--- config.mk ---
export PLATFORM = sky130hd
export DESIGN_NAME = ddr_slot_arbiter
export DESIGN_NICKNAME = d
export VERILOG_FILES = /design/src/rtl/ddr_arb_pkg.sv /design/src/rtl/arb_burst_timer.sv /design/src/rtl/arb_window_ctrl.sv /design/src/rtl/arb_cpu_credit.sv /design/src/rtl/arb_pick.sv /design/src/rtl/ddr_slot_arbiter.sv
export SDC_FILE = /design/constraint.sdc
export NUM_CORES = 1
export LEC_CHECK = 0
export BUFFER_PORTS_ARGS = -buffer_cell sky130_fd_sc_hd__buf_2
export CAP_MARGIN = 20
export CORE_MARGIN = 1.5
export CORE_UTILIZATION = 45
export CTS_BUF_LIST = sky130_fd_sc_hd__clkbuf_4 sky130_fd_sc_hd__clkbuf_8
export CTS_CLUSTER_SIZE = 40
export DETAILED_ROUTE_END_ITERATION = 7
export PLACE_DENSITY = 0.72
export SKIP_LAST_GASP = 1
export SLEW_MARGIN = 20
export SYNTH_ARGS = -nofsm -noshare
export SYNTH_HDL_FRONTEND = slang
export SYNTH_SLANG_ARGS = --single-unit
export TNS_END_PERCENT = 1
--- constraint.sdc ---
create_clock -name clk -period 4.14 [get_ports clk]
set_input_delay 0.621 -clock clk [delete_from_list [all_inputs] [get_ports clk]]
set_output_delay 0.621 -clock clk [all_outputs]
set_load 0.01 [all_outputs]
--- src/rtl/ddr_arb_pkg.sv ---
package ddr_arb_pkg;
  typedef enum logic {
    SIDE_DMA = 1'b0,
    SIDE_CPU = 1'b1
  } side_e;

  typedef struct packed {
    logic hrt;
    logic srt;
    logic cpu;
  } slot_t;

  localparam logic [1:0] PRE_ALWAYS = 2'b11;
endpackage

--- src/rtl/arb_burst_timer.sv ---
module arb_burst_timer #(
  parameter int BURST_LEN = 4
) (
  input  logic clk,
  input  logic rst,
  input  logic start,
  output logic free
);
  localparam int BEAT_W = (BURST_LEN > 1) ? $clog2(BURST_LEN) : 1;
  localparam logic [BEAT_W-1:0] LAST = BEAT_W'(BURST_LEN - 1);

  logic              busy;
  logic [BEAT_W-1:0] beat;

  assign free = !busy || (beat == LAST);

  always_ff @(posedge clk) begin
    if (rst) begin
      busy <= 1'b0;
      beat <= '0;
    end else if (free) begin
      busy <= start;
      beat <= '0;
    end else begin
      beat <= beat + 1'b1;
    end
  end

  // a started burst keeps the slot busy on the following cycle
  p_start_busy_r2: assert property (@(posedge clk) disable iff (rst)
    (free && start) |=> (busy && !free || BURST_LEN == 1));

  p_beat_bound_r2: assert property (@(posedge clk) disable iff (rst)
    !busy |-> beat == '0);
endmodule

--- src/rtl/arb_window_ctrl.sv ---
module arb_window_ctrl
  import ddr_arb_pkg::*;
#(
  parameter int WIN_W = 8
) (
  input  logic             clk,
  input  logic             rst,
  input  logic             free,
  input  logic             flip,
  input  logic [WIN_W-1:0] dma_len,
  input  logic [WIN_W-1:0] cpu_len,
  output side_e            side,
  output logic             expired
);
  logic [WIN_W-1:0] left;
  logic [WIN_W-1:0] next_len;

  assign expired  = (left == '0);
  assign next_len = (side == SIDE_DMA) ? cpu_len : dma_len;

  always_ff @(posedge clk) begin
    if (rst) begin
      side <= SIDE_CPU;
      left <= '0;
    end else if (free && flip) begin
      side <= (side == SIDE_DMA) ? SIDE_CPU : SIDE_DMA;
      left <= (next_len == '0) ? '0 : next_len - 1'b1;
    end else if (left != '0) begin
      left <= left - 1'b1;
    end
  end

  // the current window only changes at a deciding cycle
  p_side_at_boundary_r4: assert property (@(posedge clk) disable iff (rst)
    !free |=> $stable(side));

  // a window is never left while it still has cycles and no reason to switch
  p_no_spurious_flip_r4: assert property (@(posedge clk) disable iff (rst)
    (free && !flip) |=> $stable(side));
endmodule

--- src/rtl/arb_cpu_credit.sv ---
module arb_cpu_credit #(
  parameter int ACC_W = 10
) (
  input  logic             clk,
  input  logic             rst,
  input  logic             cpu_take,
  input  logic [ACC_W-1:0] ratio,
  input  logic [ACC_W-1:0] limit,
  output logic             blocked
);
  logic [ACC_W-1:0] acc;
  logic [ACC_W-1:0] drained;
  logic [ACC_W:0]   summed;

  assign blocked = (acc >= limit);
  assign drained = (acc == '0) ? '0 : acc - 1'b1;
  assign summed  = {1'b0, drained} + (cpu_take ? {1'b0, ratio} : '0);

  always_ff @(posedge clk) begin
    if (rst) begin
      acc <= '0;
    end else if (summed[ACC_W]) begin
      acc <= '1;
    end else begin
      acc <= summed[ACC_W-1:0];
    end
  end

  // the CPU is never picked while its account is at or over the limit
  p_take_needs_credit_r9: assert property (@(posedge clk) disable iff (rst)
    cpu_take |-> !blocked);

  // without CPU bursts the account never grows
  p_no_growth_r9: assert property (@(posedge clk) disable iff (rst)
    !cpu_take |=> acc <= $past(acc));
endmodule

--- src/rtl/arb_pick.sv ---
module arb_pick
  import ddr_arb_pkg::*;
(
  input  logic       req_hrt,
  input  logic       req_srt,
  input  logic       req_cpu,
  input  logic [1:0] pre_hrt,
  input  logic [1:0] pre_srt,
  input  logic [1:0] pre_cpu,
  input  side_e      side,
  input  logic       expired,
  input  logic       blocked,
  output logic       flip,
  output slot_t      pick
);
  logic cpu_ok;
  logic dma_has;
  logic cpu_has;
  logic cur_has;
  logic oth_has;
  logic preempt;
  side_e eff;

  always_comb begin
    cpu_ok  = req_cpu && !blocked;
    dma_has = req_hrt || req_srt;
    cpu_has = cpu_ok || (blocked && req_srt);
    if (side == SIDE_CPU) begin
      cur_has = cpu_has;
      oth_has = dma_has;
      preempt = (req_hrt && pre_hrt == PRE_ALWAYS) ||
                (req_srt && pre_srt == PRE_ALWAYS);
    end else begin
      cur_has = dma_has;
      oth_has = cpu_has;
      preempt = cpu_ok && pre_cpu == PRE_ALWAYS;
    end
    flip = oth_has && (expired || !cur_has || preempt);
    eff  = flip ? ((side == SIDE_CPU) ? SIDE_DMA : SIDE_CPU) : side;
    pick = '0;
    if (eff == SIDE_DMA) begin
      if (req_hrt)      pick.hrt = 1'b1;
      else if (req_srt) pick.srt = 1'b1;
    end else begin
      if (cpu_ok)                  pick.cpu = 1'b1;
      else if (blocked && req_srt) pick.srt = 1'b1;
    end
  end
endmodule

--- src/rtl/ddr_slot_arbiter.sv ---
module ddr_slot_arbiter
  import ddr_arb_pkg::*;
#(
  parameter int WIN_W     = 8,
  parameter int ACC_W     = 10,
  parameter int BURST_LEN = 4
) (
  input  logic             clk,
  input  logic             rst,
  input  logic             req_hrt,
  input  logic             req_srt,
  input  logic             req_cpu,
  input  logic [WIN_W-1:0] dma_win_len,
  input  logic [WIN_W-1:0] cpu_win_len,
  input  logic [1:0]       pre_hrt,
  input  logic [1:0]       pre_srt,
  input  logic [1:0]       pre_cpu,
  input  logic [ACC_W-1:0] cpu_ratio,
  input  logic [ACC_W-1:0] cpu_limit,
  output logic             gnt_hrt,
  output logic             gnt_srt,
  output logic             gnt_cpu,
  output logic             win_cpu,
  output logic             cpu_hold
);
  side_e side;
  logic  expired;
  logic  blocked;
  logic  free;
  logic  flip;
  slot_t pick;
  slot_t gnt_q;

  arb_burst_timer #(.BURST_LEN(BURST_LEN)) u_timer (
    .clk   (clk),
    .rst   (rst),
    .start (pick != '0),
    .free  (free)
  );

  arb_window_ctrl #(.WIN_W(WIN_W)) u_window (
    .clk     (clk),
    .rst     (rst),
    .free    (free),
    .flip    (flip),
    .dma_len (dma_win_len),
    .cpu_len (cpu_win_len),
    .side    (side),
    .expired (expired)
  );

  arb_cpu_credit #(.ACC_W(ACC_W)) u_credit (
    .clk      (clk),
    .rst      (rst),
    .cpu_take (free && pick.cpu),
    .ratio    (cpu_ratio),
    .limit    (cpu_limit),
    .blocked  (blocked)
  );

  arb_pick u_pick (
    .req_hrt (req_hrt),
    .req_srt (req_srt),
    .req_cpu (req_cpu),
    .pre_hrt (pre_hrt),
    .pre_srt (pre_srt),
    .pre_cpu (pre_cpu),
    .side    (side),
    .expired (expired),
    .blocked (blocked),
    .flip    (flip),
    .pick    (pick)
  );

  always_ff @(posedge clk) begin
    if (rst) begin
      gnt_q <= '0;
    end else if (free) begin
      gnt_q <= pick;
    end
  end

  assign gnt_hrt  = gnt_q.hrt;
  assign gnt_srt  = gnt_q.srt;
  assign gnt_cpu  = gnt_q.cpu;
  assign win_cpu  = (side == SIDE_CPU);
  assign cpu_hold = blocked;

  // never more than one grant
  p_onehot_r2: assert property (@(posedge clk) disable iff (rst)
    $onehot0(gnt_q));

  // a running burst keeps its grant
  p_burst_held_r2: assert property (@(posedge clk) disable iff (rst)
    (!free && gnt_q != '0) |=> $stable(gnt_q));

  // a grant rises only for a port that was asking
  p_hrt_asked_r2: assert property (@(posedge clk) disable iff (rst)
    $rose(gnt_hrt) |-> $past(req_hrt));
  p_cpu_asked_r2: assert property (@(posedge clk) disable iff (rst)
    $rose(gnt_cpu) |-> $past(req_cpu));

  // soft-real-time wins a DMA window only when hard-real-time is idle
  p_dma_priority_r3: assert property (@(posedge clk) disable iff (rst)
    ($rose(gnt_srt) && !win_cpu) |-> !$past(req_hrt));
endmodule

After elaboration in Yosys (flattened, before gate mapping)
Index checks and enable logic that the tools add are counted. W data, S select, Z words.

Word-level logic and storage cells: 63. Flip-flop bits (word level): 25. Input port bits: 47.

Order comparisons: 1. Eq/ne operators: 4. Multiplexer cells: 21. Reduce and logical (&&, ||, !) cells: 24. Add/sub/neg operators: 5.

Operator list (count): $mux W8 (4); $mux W10 (3); $logic_not A8 Y1 (2); $sub A8 B1 Y8 const B (2); $mux W1 (14); $add A10 B11 Y11 (1); $ge A10 B10 Y1 (1); $logic_not A10 Y1 (1); $sub A10 B1 Y10 const B (1); $eq A2 B2 Y1 const B (4); $logic_and A1 B1 Y1 (8); $reduce_bool A8 Y1 (1); $logic_or A1 B1 Y1 (6); $logic_not A1 Y1 (3); $reduce_bool A3 Y1 (1); $add A2 B1 Y2 const B (1); $reduce_bool A2 Y1 (1); $reduce_or A2 Y1 (1).

Logic depth before layout (Yosys ltp)
Depth after elaboration: 15. Mapped depth: 18. Depth with buffers taken out: 16.

Cells and area by module
Synthesis repeated with hierarchy kept, for this count alone.

Cells, all modules: 290. Area, all modules: 2371.0 um^2.

Modules (own cells, without submodules): arb_cpu_credit (instances 1, cells each 154, seq. area each 200.2 um^2, area each 1229.9 um^2); arb_window_ctrl (instances 1, cells each 97, seq. area each 180.2 um^2, area each 794.5 um^2); arb_pick (instances 1, cells each 19, seq. area each 0.0 um^2, area each 118.9 um^2); ddr_slot_arbiter (instances 1, cells each 11, seq. area each 60.1 um^2, area each 115.1 um^2); arb_burst_timer (instances 1, cells each 9, seq. area each 60.1 um^2, area each 112.6 um^2).

Least setup slack after synthesis
OpenSTA, ideal clock, no wires.

Path kind: input -> register. Start point: input port cpu_limit[3]. End point: register u_credit.acc[0]. Setup slack: 0.252 ns. Arrival time: 3.751 ns. Buffers on the path: 1. Stages on the path: 17. Data required time: 4.003 ns. Path through: inv_1 > ha_1 > a21o_1 > a21oi_1 > nor3b_1 > nor3_4 > and4_1 > buf_2 > and2_1 > ha_1 > fa_1 > a21oi_1 > o31ai_1 > a31oi_1 > o21bai_1 > a21oi_1 > a21oi_1.

Longest elaborated chain between the ends: 15.

RTL lines: from (decl) (line ddr_slot_arbiter.sv:19) `input logic [ACC_W-1:0] cpu_limit,`; $ge A10 B10 Y1 (*) (line arb_cpu_credit.sv:15) `assign blocked = (acc >= limit);`; $logic_not A1 Y1 (line arb_pick.sv:25) `cpu_ok = req_cpu && !blocked;`; $logic_and A1 B1 Y1 (line arb_pick.sv:25); $logic_or A1 B1 Y1 (line arb_pick.sv:27) `cpu_has = cpu_ok || (blocked && req_srt);`; $mux W1 (line arb_pick.sv:28) `if (side == SIDE_CPU) begin`; $logic_not A1 Y1 (line arb_pick.sv:38) `flip = oth_has && (expired || !cur_has || preempt);`; $logic_or A1 B1 Y1 (2 in a row) (line arb_pick.sv:38); $logic_and A1 B1 Y1 (line arb_pick.sv:38); $mux W1 (line arb_pick.sv:39) `eff = flip ? ((side == SIDE_CPU) ? SIDE_DMA : SIDE_CPU) : side;`; $mux W1 (*) (line arb_pick.sv:41) `if (eff == SIDE_DMA) begin`; $logic_and A1 B1 Y1 (*) (line ddr_slot_arbiter.sv:55) `.cpu_take (free && pick.cpu),`; $mux W10 (*) (line arb_cpu_credit.sv:17) `assign summed = {1'b0, drained} + (cpu_take ? {1'b0, ratio} : '0);`; $add A10 B11 Y11 (*) (line arb_cpu_credit.sv:17); $mux W10 (*) (line arb_cpu_credit.sv:22) `end else if (summed[ACC_W]) begin`; to (signal assigned) (line arb_cpu_credit.sv:25) `acc <= summed[ACC_W-1:0];`; to (decl) (line arb_cpu_credit.sv:11) `logic [ACC_W-1:0] acc;`.

Mark *: on every way between the ends. The rest lies on a longest branch, timed or not. A chain may end at the register's enable or synchronous reset.

Final worst setup path
Start point: register u_window.left[0]. End point: register u_credit.acc[9].

Longest elaborated chain between the ends: 10.

RTL lines: from (decl) (line arb_window_ctrl.sv:15) `logic [WIN_W-1:0] left;`; from (signal assigned) (line arb_window_ctrl.sv:27) `left <= (next_len == '0) ? '0 : next_len - 1'b1;`; from (signal assigned) (line arb_window_ctrl.sv:29) `left <= left - 1'b1;`; $logic_not A8 Y1 (line arb_window_ctrl.sv:18) `assign expired = (left == '0);`; $logic_or A1 B1 Y1 (2 in a row) (line arb_pick.sv:38); $logic_and A1 B1 Y1 (line arb_pick.sv:38); $mux W1 (line arb_pick.sv:39); $mux W1 (line arb_pick.sv:41); $logic_and A1 B1 Y1 (line ddr_slot_arbiter.sv:55); $mux W10 (line arb_cpu_credit.sv:17); $add A10 B11 Y11 (line arb_cpu_credit.sv:17); $mux W10 (line arb_cpu_credit.sv:22).

Every way passes these cells.

==> results.txt <==
----------------------------------------------------
[Final layout]
  Area taken by multi-input logic gates ... roughly 1800 sq um
  Fill cell total of the finished layout ... 495
  Final core utilization ... 0.546
  Reg area ... around 500 sq um
  Proportion of layout cells with a drive suffix above 1 ... 0.223
  Layout overhead on the synthesized area ... 17.0%
  Total inserted antenna cells ... 0
  Post-layout net count ... roughly 420

[Clocking]
  CTS tree ... yes
  TritonCTS buffer count ... 3
  Number of hold-repair buffers added at the cts stage ... 0
  Cell chosen for the clock root ... sky130_fd_sc_hd__clkbuf_8
  Clock-pin slew on the worst setup and hold paths ... about 90 ps
  Count of instances resized after the clock tree is built ... 0
  CTS H-tree lvls ... 1
  Buffer depth of the longest clock path ... 2
  Clock network latency to the later pin of the worst-skew pair ... about 260 ps
  Clock net sink count ... 25

[Routing]
  Detailed Route WL ... ~4700 um
  Via Count ... between 2000 and 2500
  Antenna-violating nets left ... 0
  Iteration count of the initial detailed-routing pass ... 4
  DR DRC count ... 0
  Routed via count divided by cell count ... between 5 and 6
  DR iter-0 viols ... between 70 and 80
  Average wire length per cell after detail routing ... about 11 um

[Worst setup path]
  Startpoint type of the worst setup path ... register
  First element of the critical path ... u_window.left[0]
  End point of the critical path ... u_credit.acc[9]
  Total buffers and inverters traversed by the critical path ... 2
  Kind of critical path ... reg2reg
  Family with the most delay on the worst path ... simple AND/OR/NAND/NOR gates
  Worst path depth ... 17
  Worst-case reg-to-reg path depth ... 17
  Delay of the slowest cell on the worst path ... roughly 420 ps
  Worst Path Required ... between 4000 and 5000 ps
  Critical-path cell list ... inv_1 > ha_1 > or3b_4 > nor4b_4 > buf_4 > o21ai_1 > nand3_1 > and4_1 > and2_1 > ha_1 > a211oi_1 > o21ai_0 > a211oi_1 > nor2_1 > o21a_1 > o21ai_0 > a21oi_1
  Destination of the worst register-to-register timing path ... u_credit.acc[9]
  Maximum fanout along the worst path ... 5
  Master of the slowest instance on the critical path ... sky130_fd_sc_hd__or3b_4
  Category of the worst setup path capture point ... register
  Worst reg2reg path startpoint ... u_window.left[0]
  Minimum setup slack among reg-to-reg paths ... between 300 and 400 ps
  Worst EP arrival ... approximately 4000 ps

[GRT]
  Wire length of the first global-routing pass ... approximately 8000 um
  Maximum number of pins on one net before global-route repair ... 29
  Via count of the first global-routing pass ... 1984
  Number of antenna violations at the first check in global routing ... 0
  Global-route total usage across every layer ... 0.177
  Sum of overflow across all layers after global routing ... 0

[Die]
  Area of the die ... 5740 sq um
  Floorplan Core Area ... about 5000 sq um
  Number of top-level pins ... 52
  Initial core utilization ... 0.466
  Die span in y ... around 76 um
  Floorplan row count ... 26
  Horizontal die dimension ... 75.8 um

[Synthesis]
  Post-synth net total ... 367
  Number of warnings issued by yosys ... 0
  Count of flip-flops with a built-in enable after synthesis ... 0
  FFs w/ async S/R, synth ... 0
  Seq/Total Area, Yosys ... 0.210
  Syn Area/Cell ... a little over 8 sq um
  Cell area after technology mapping ... around 2400 sq um
  Prevailing post-synth register cell ... sky130_fd_sc_hd__dfxtp_1
  Number of standard cells after synthesis ... around 300
  Yosys reg bits ... 25
  Library cells used by synthesis ... 56

[Timing]
  Clock Skew ... around 2.5 ps
  Total Negative Setup Slacks ... 0 ps
  Final worst-path cycle share ... 0.915
  Unrepaired setup endpoints after global routing ... no
  Measured slew at the worst slew-check pin ... about 500 ps
  Worst-case headroom to the max-slew limit ... 0.663
  Tmin final ... ~3800 ps
  Max Clk Rate ... between 200 and 300 MHz
  Max Slew Vio Count ... 0
  Final setup vio count ... 0
  Count of endpoints failing hold in the final timing report ... 0

[Power and ir drop]
  Fraction of power consumed by the clock network ... 0.085
  Power Internal ... a little under 1000 uW
  Share of total power in combinational logic ... 0.683
  LEAKAGE ... approximately 0.0014 uW
  Switching Power ... approximately 800 uW
  Total power draw ... about 1800 uW
  Share of total power in sequential cells ... 0.232
  Share of total power consumed by net switching ... 0.444
  Power per cell area ... 631 nW/um^2
  Largest voltage drop on the vdd net ... around 0.34 mV

[Place]
  RePlAce Congestion ... between 0.8 and 0.9
  Dpl hpwl ... 3900 um
  Port Buf Inserts ... 51

[Run status]
  Status ... finished, final reports clean

[Worst hold path]
  Tightest Hold Check Type ... reg2reg

[Run]
  Number of violations of the max-capacitance limit ... 0

----------------------------------------------------
## kinds of logic (layout without fill, tap and decap cells)
logic type	Yosys count	after routing	synth area share
compound gates	68	68	0.191
buf+inv	28	82	0.0494
xor+xnor	17	17	0.0625
simple gates	110	110	0.248
fa+ha+maj	25	25	0.134
flops	25	25	0.210
mux	22	22	0.105
## power by group through the flow
stage	sequential [uW]	clock (uW)	combinational [uW]
finish	408	150	1200
floorplan	397	0	974
CTS	407	155	1210
global route	419	168	1360
detailed placement	413	0	1200
global placement	411	0	1180
## worst min-delay path by stage
stage / cells after the start / slack [ps] / startpoint / endpoint
2_1_floorplan: 1 / 410 / u_timer.beat[0] / u_timer.beat[0]
3_3_place_gp: 1 / 420 / u_timer.beat[0] / u_timer.beat[0]
3_5_place_dp: 1 / 430 / u_timer.beat[0] / u_timer.beat[0]
4_1_cts: 1 / 450 / u_timer.beat[0] / u_timer.beat[0]
5_1_grt: 1 / 480 / u_timer.beat[0] / u_timer.beat[0]
6_report: 1 / 440 / u_timer.beat[0] / u_timer.beat[0]
## cell usage after synthesis (2+ instances only)
cell	n	area (sq um)
sky130_fd_sc_hd__o31ai_1	3	22.5
sky130_fd_sc_hd__nand3_1	7	35.0
sky130_fd_sc_hd__nand2b_1	5	31.3
sky130_fd_sc_hd__nor3b_1	3	22.5
sky130_fd_sc_hd__o32a_1	2	20.0
sky130_fd_sc_hd__or3_1	3	18.8
sky130_fd_sc_hd__clkbuf_1	3	11.3
sky130_fd_sc_hd__o21a_1	2	15.0
sky130_fd_sc_hd__mux2_1	2	22.5
sky130_fd_sc_hd__a21o_1	6	45.0
sky130_fd_sc_hd__o21bai_1	2	15.0
sky130_fd_sc_hd__and2_1	11	68.8
sky130_fd_sc_hd__nand3b_1	2	15.0
sky130_fd_sc_hd__nor3_1	10	50.1
sky130_fd_sc_hd__mux2_2	4	45.0
sky130_fd_sc_hd__mux2i_1	13	130
sky130_fd_sc_hd__dfxtp_1	25	500
sky130_fd_sc_hd__nor2_1	32	120
sky130_fd_sc_hd__inv_1	19	71.3
sky130_fd_sc_hd__xor2_1	7	61.3
sky130_fd_sc_hd__o21ai_1	2	10.0
sky130_fd_sc_hd__buf_2	4	20.0
sky130_fd_sc_hd__nand4_1	4	25.0
sky130_fd_sc_hd__o21ai_0	10	50.1
sky130_fd_sc_hd__a211oi_1	5	37.5
sky130_fd_sc_hd__nand2_1	17	63.8
sky130_fd_sc_hd__a21oi_1	25	125
sky130_fd_sc_hd__nor2b_1	7	43.8
sky130_fd_sc_hd__ha_1	24	300
sky130_fd_sc_hd__xnor2_1	10	87.6
## cell usage in the layout, fill, tap and decap left out, types with 2 or more instances in the layout
cell / netlist / layout
sky130_fd_sc_hd__nor2b_1: 7 / 7
sky130_fd_sc_hd__nand3b_1: 2 / 2
sky130_fd_sc_hd__nand3_1: 7 / 7
sky130_fd_sc_hd__mux2i_1: 13 / 13
sky130_fd_sc_hd__mux2_2: 4 / 4
sky130_fd_sc_hd__nor2_1: 32 / 32
sky130_fd_sc_hd__or3_1: 3 / 3
sky130_fd_sc_hd__ha_1: 24 / 24
sky130_fd_sc_hd__clkbuf_8: 0 / 3
sky130_fd_sc_hd__dfxtp_1: 25 / 25
sky130_fd_sc_hd__nor3b_1: 3 / 3
sky130_fd_sc_hd__a21oi_1: 25 / 25
sky130_fd_sc_hd__o21a_1: 2 / 2
sky130_fd_sc_hd__xor2_1: 7 / 7
sky130_fd_sc_hd__nand4_1: 4 / 4
sky130_fd_sc_hd__buf_4: 0 / 8
sky130_fd_sc_hd__o21ai_1: 2 / 2
sky130_fd_sc_hd__nor3_1: 10 / 10
sky130_fd_sc_hd__and2_1: 11 / 11
sky130_fd_sc_hd__xnor2_1: 10 / 10
sky130_fd_sc_hd__o32a_1: 2 / 2
sky130_fd_sc_hd__o21ai_0: 10 / 10
sky130_fd_sc_hd__nand2b_1: 5 / 5
sky130_fd_sc_hd__a21o_1: 6 / 6
sky130_fd_sc_hd__o21bai_1: 2 / 2
sky130_fd_sc_hd__buf_2: 4 / 51
sky130_fd_sc_hd__o31ai_1: 3 / 3
sky130_fd_sc_hd__inv_1: 19 / 19
sky130_fd_sc_hd__mux2_1: 2 / 2
sky130_fd_sc_hd__a211oi_1: 5 / 5
sky130_fd_sc_hd__nand2_1: 17 / 17
## registers in the layout (all words and copies together), names as in the netlist
name / cells
gnt_hrt: 1
gnt_srt: 1
u_timer.busy: 1
u_timer.beat: 2
u_credit.acc: 10
u_window.left: 8
u_window.side: 1
gnt_cpu: 1
## timing repair
action | 4_1_cts | 5_1_grt
setup buffers | 0 | 1
hold endpoints to repair | 0 | 0
setup endpoints to repair | 0 | 9
## metal layers
layer  part of all wire  track usage  routed length [um]
met2               0.49        0.330                2330
met3              0.036       0.0185                 169
met1               0.47        0.213                2210
met5                  0            0                   0
met4             0.0070       0.0476                  33
## cell type report
type / count / area share
timing repair buffer: 59 / 0.113
tap: 70 / 0.0314
sequential: 25 / 0.180
inverter: 19 / 0.0256
multi-input combinational: 242 / 0.633
clock buffer: 4 / 0.0175
## through the flow
step	hold slack (ps)	setup WS (ps)	instances	area (sq um)
floorplan	408	252	295	2380
global placement	422	250	414	2730
detailed placement	428	168	414	2730
CTS	446	280	418	2780
global route	477	61.5	419	2790
finish	441	352	419	2790
Power figures use the tool's default switching activity.
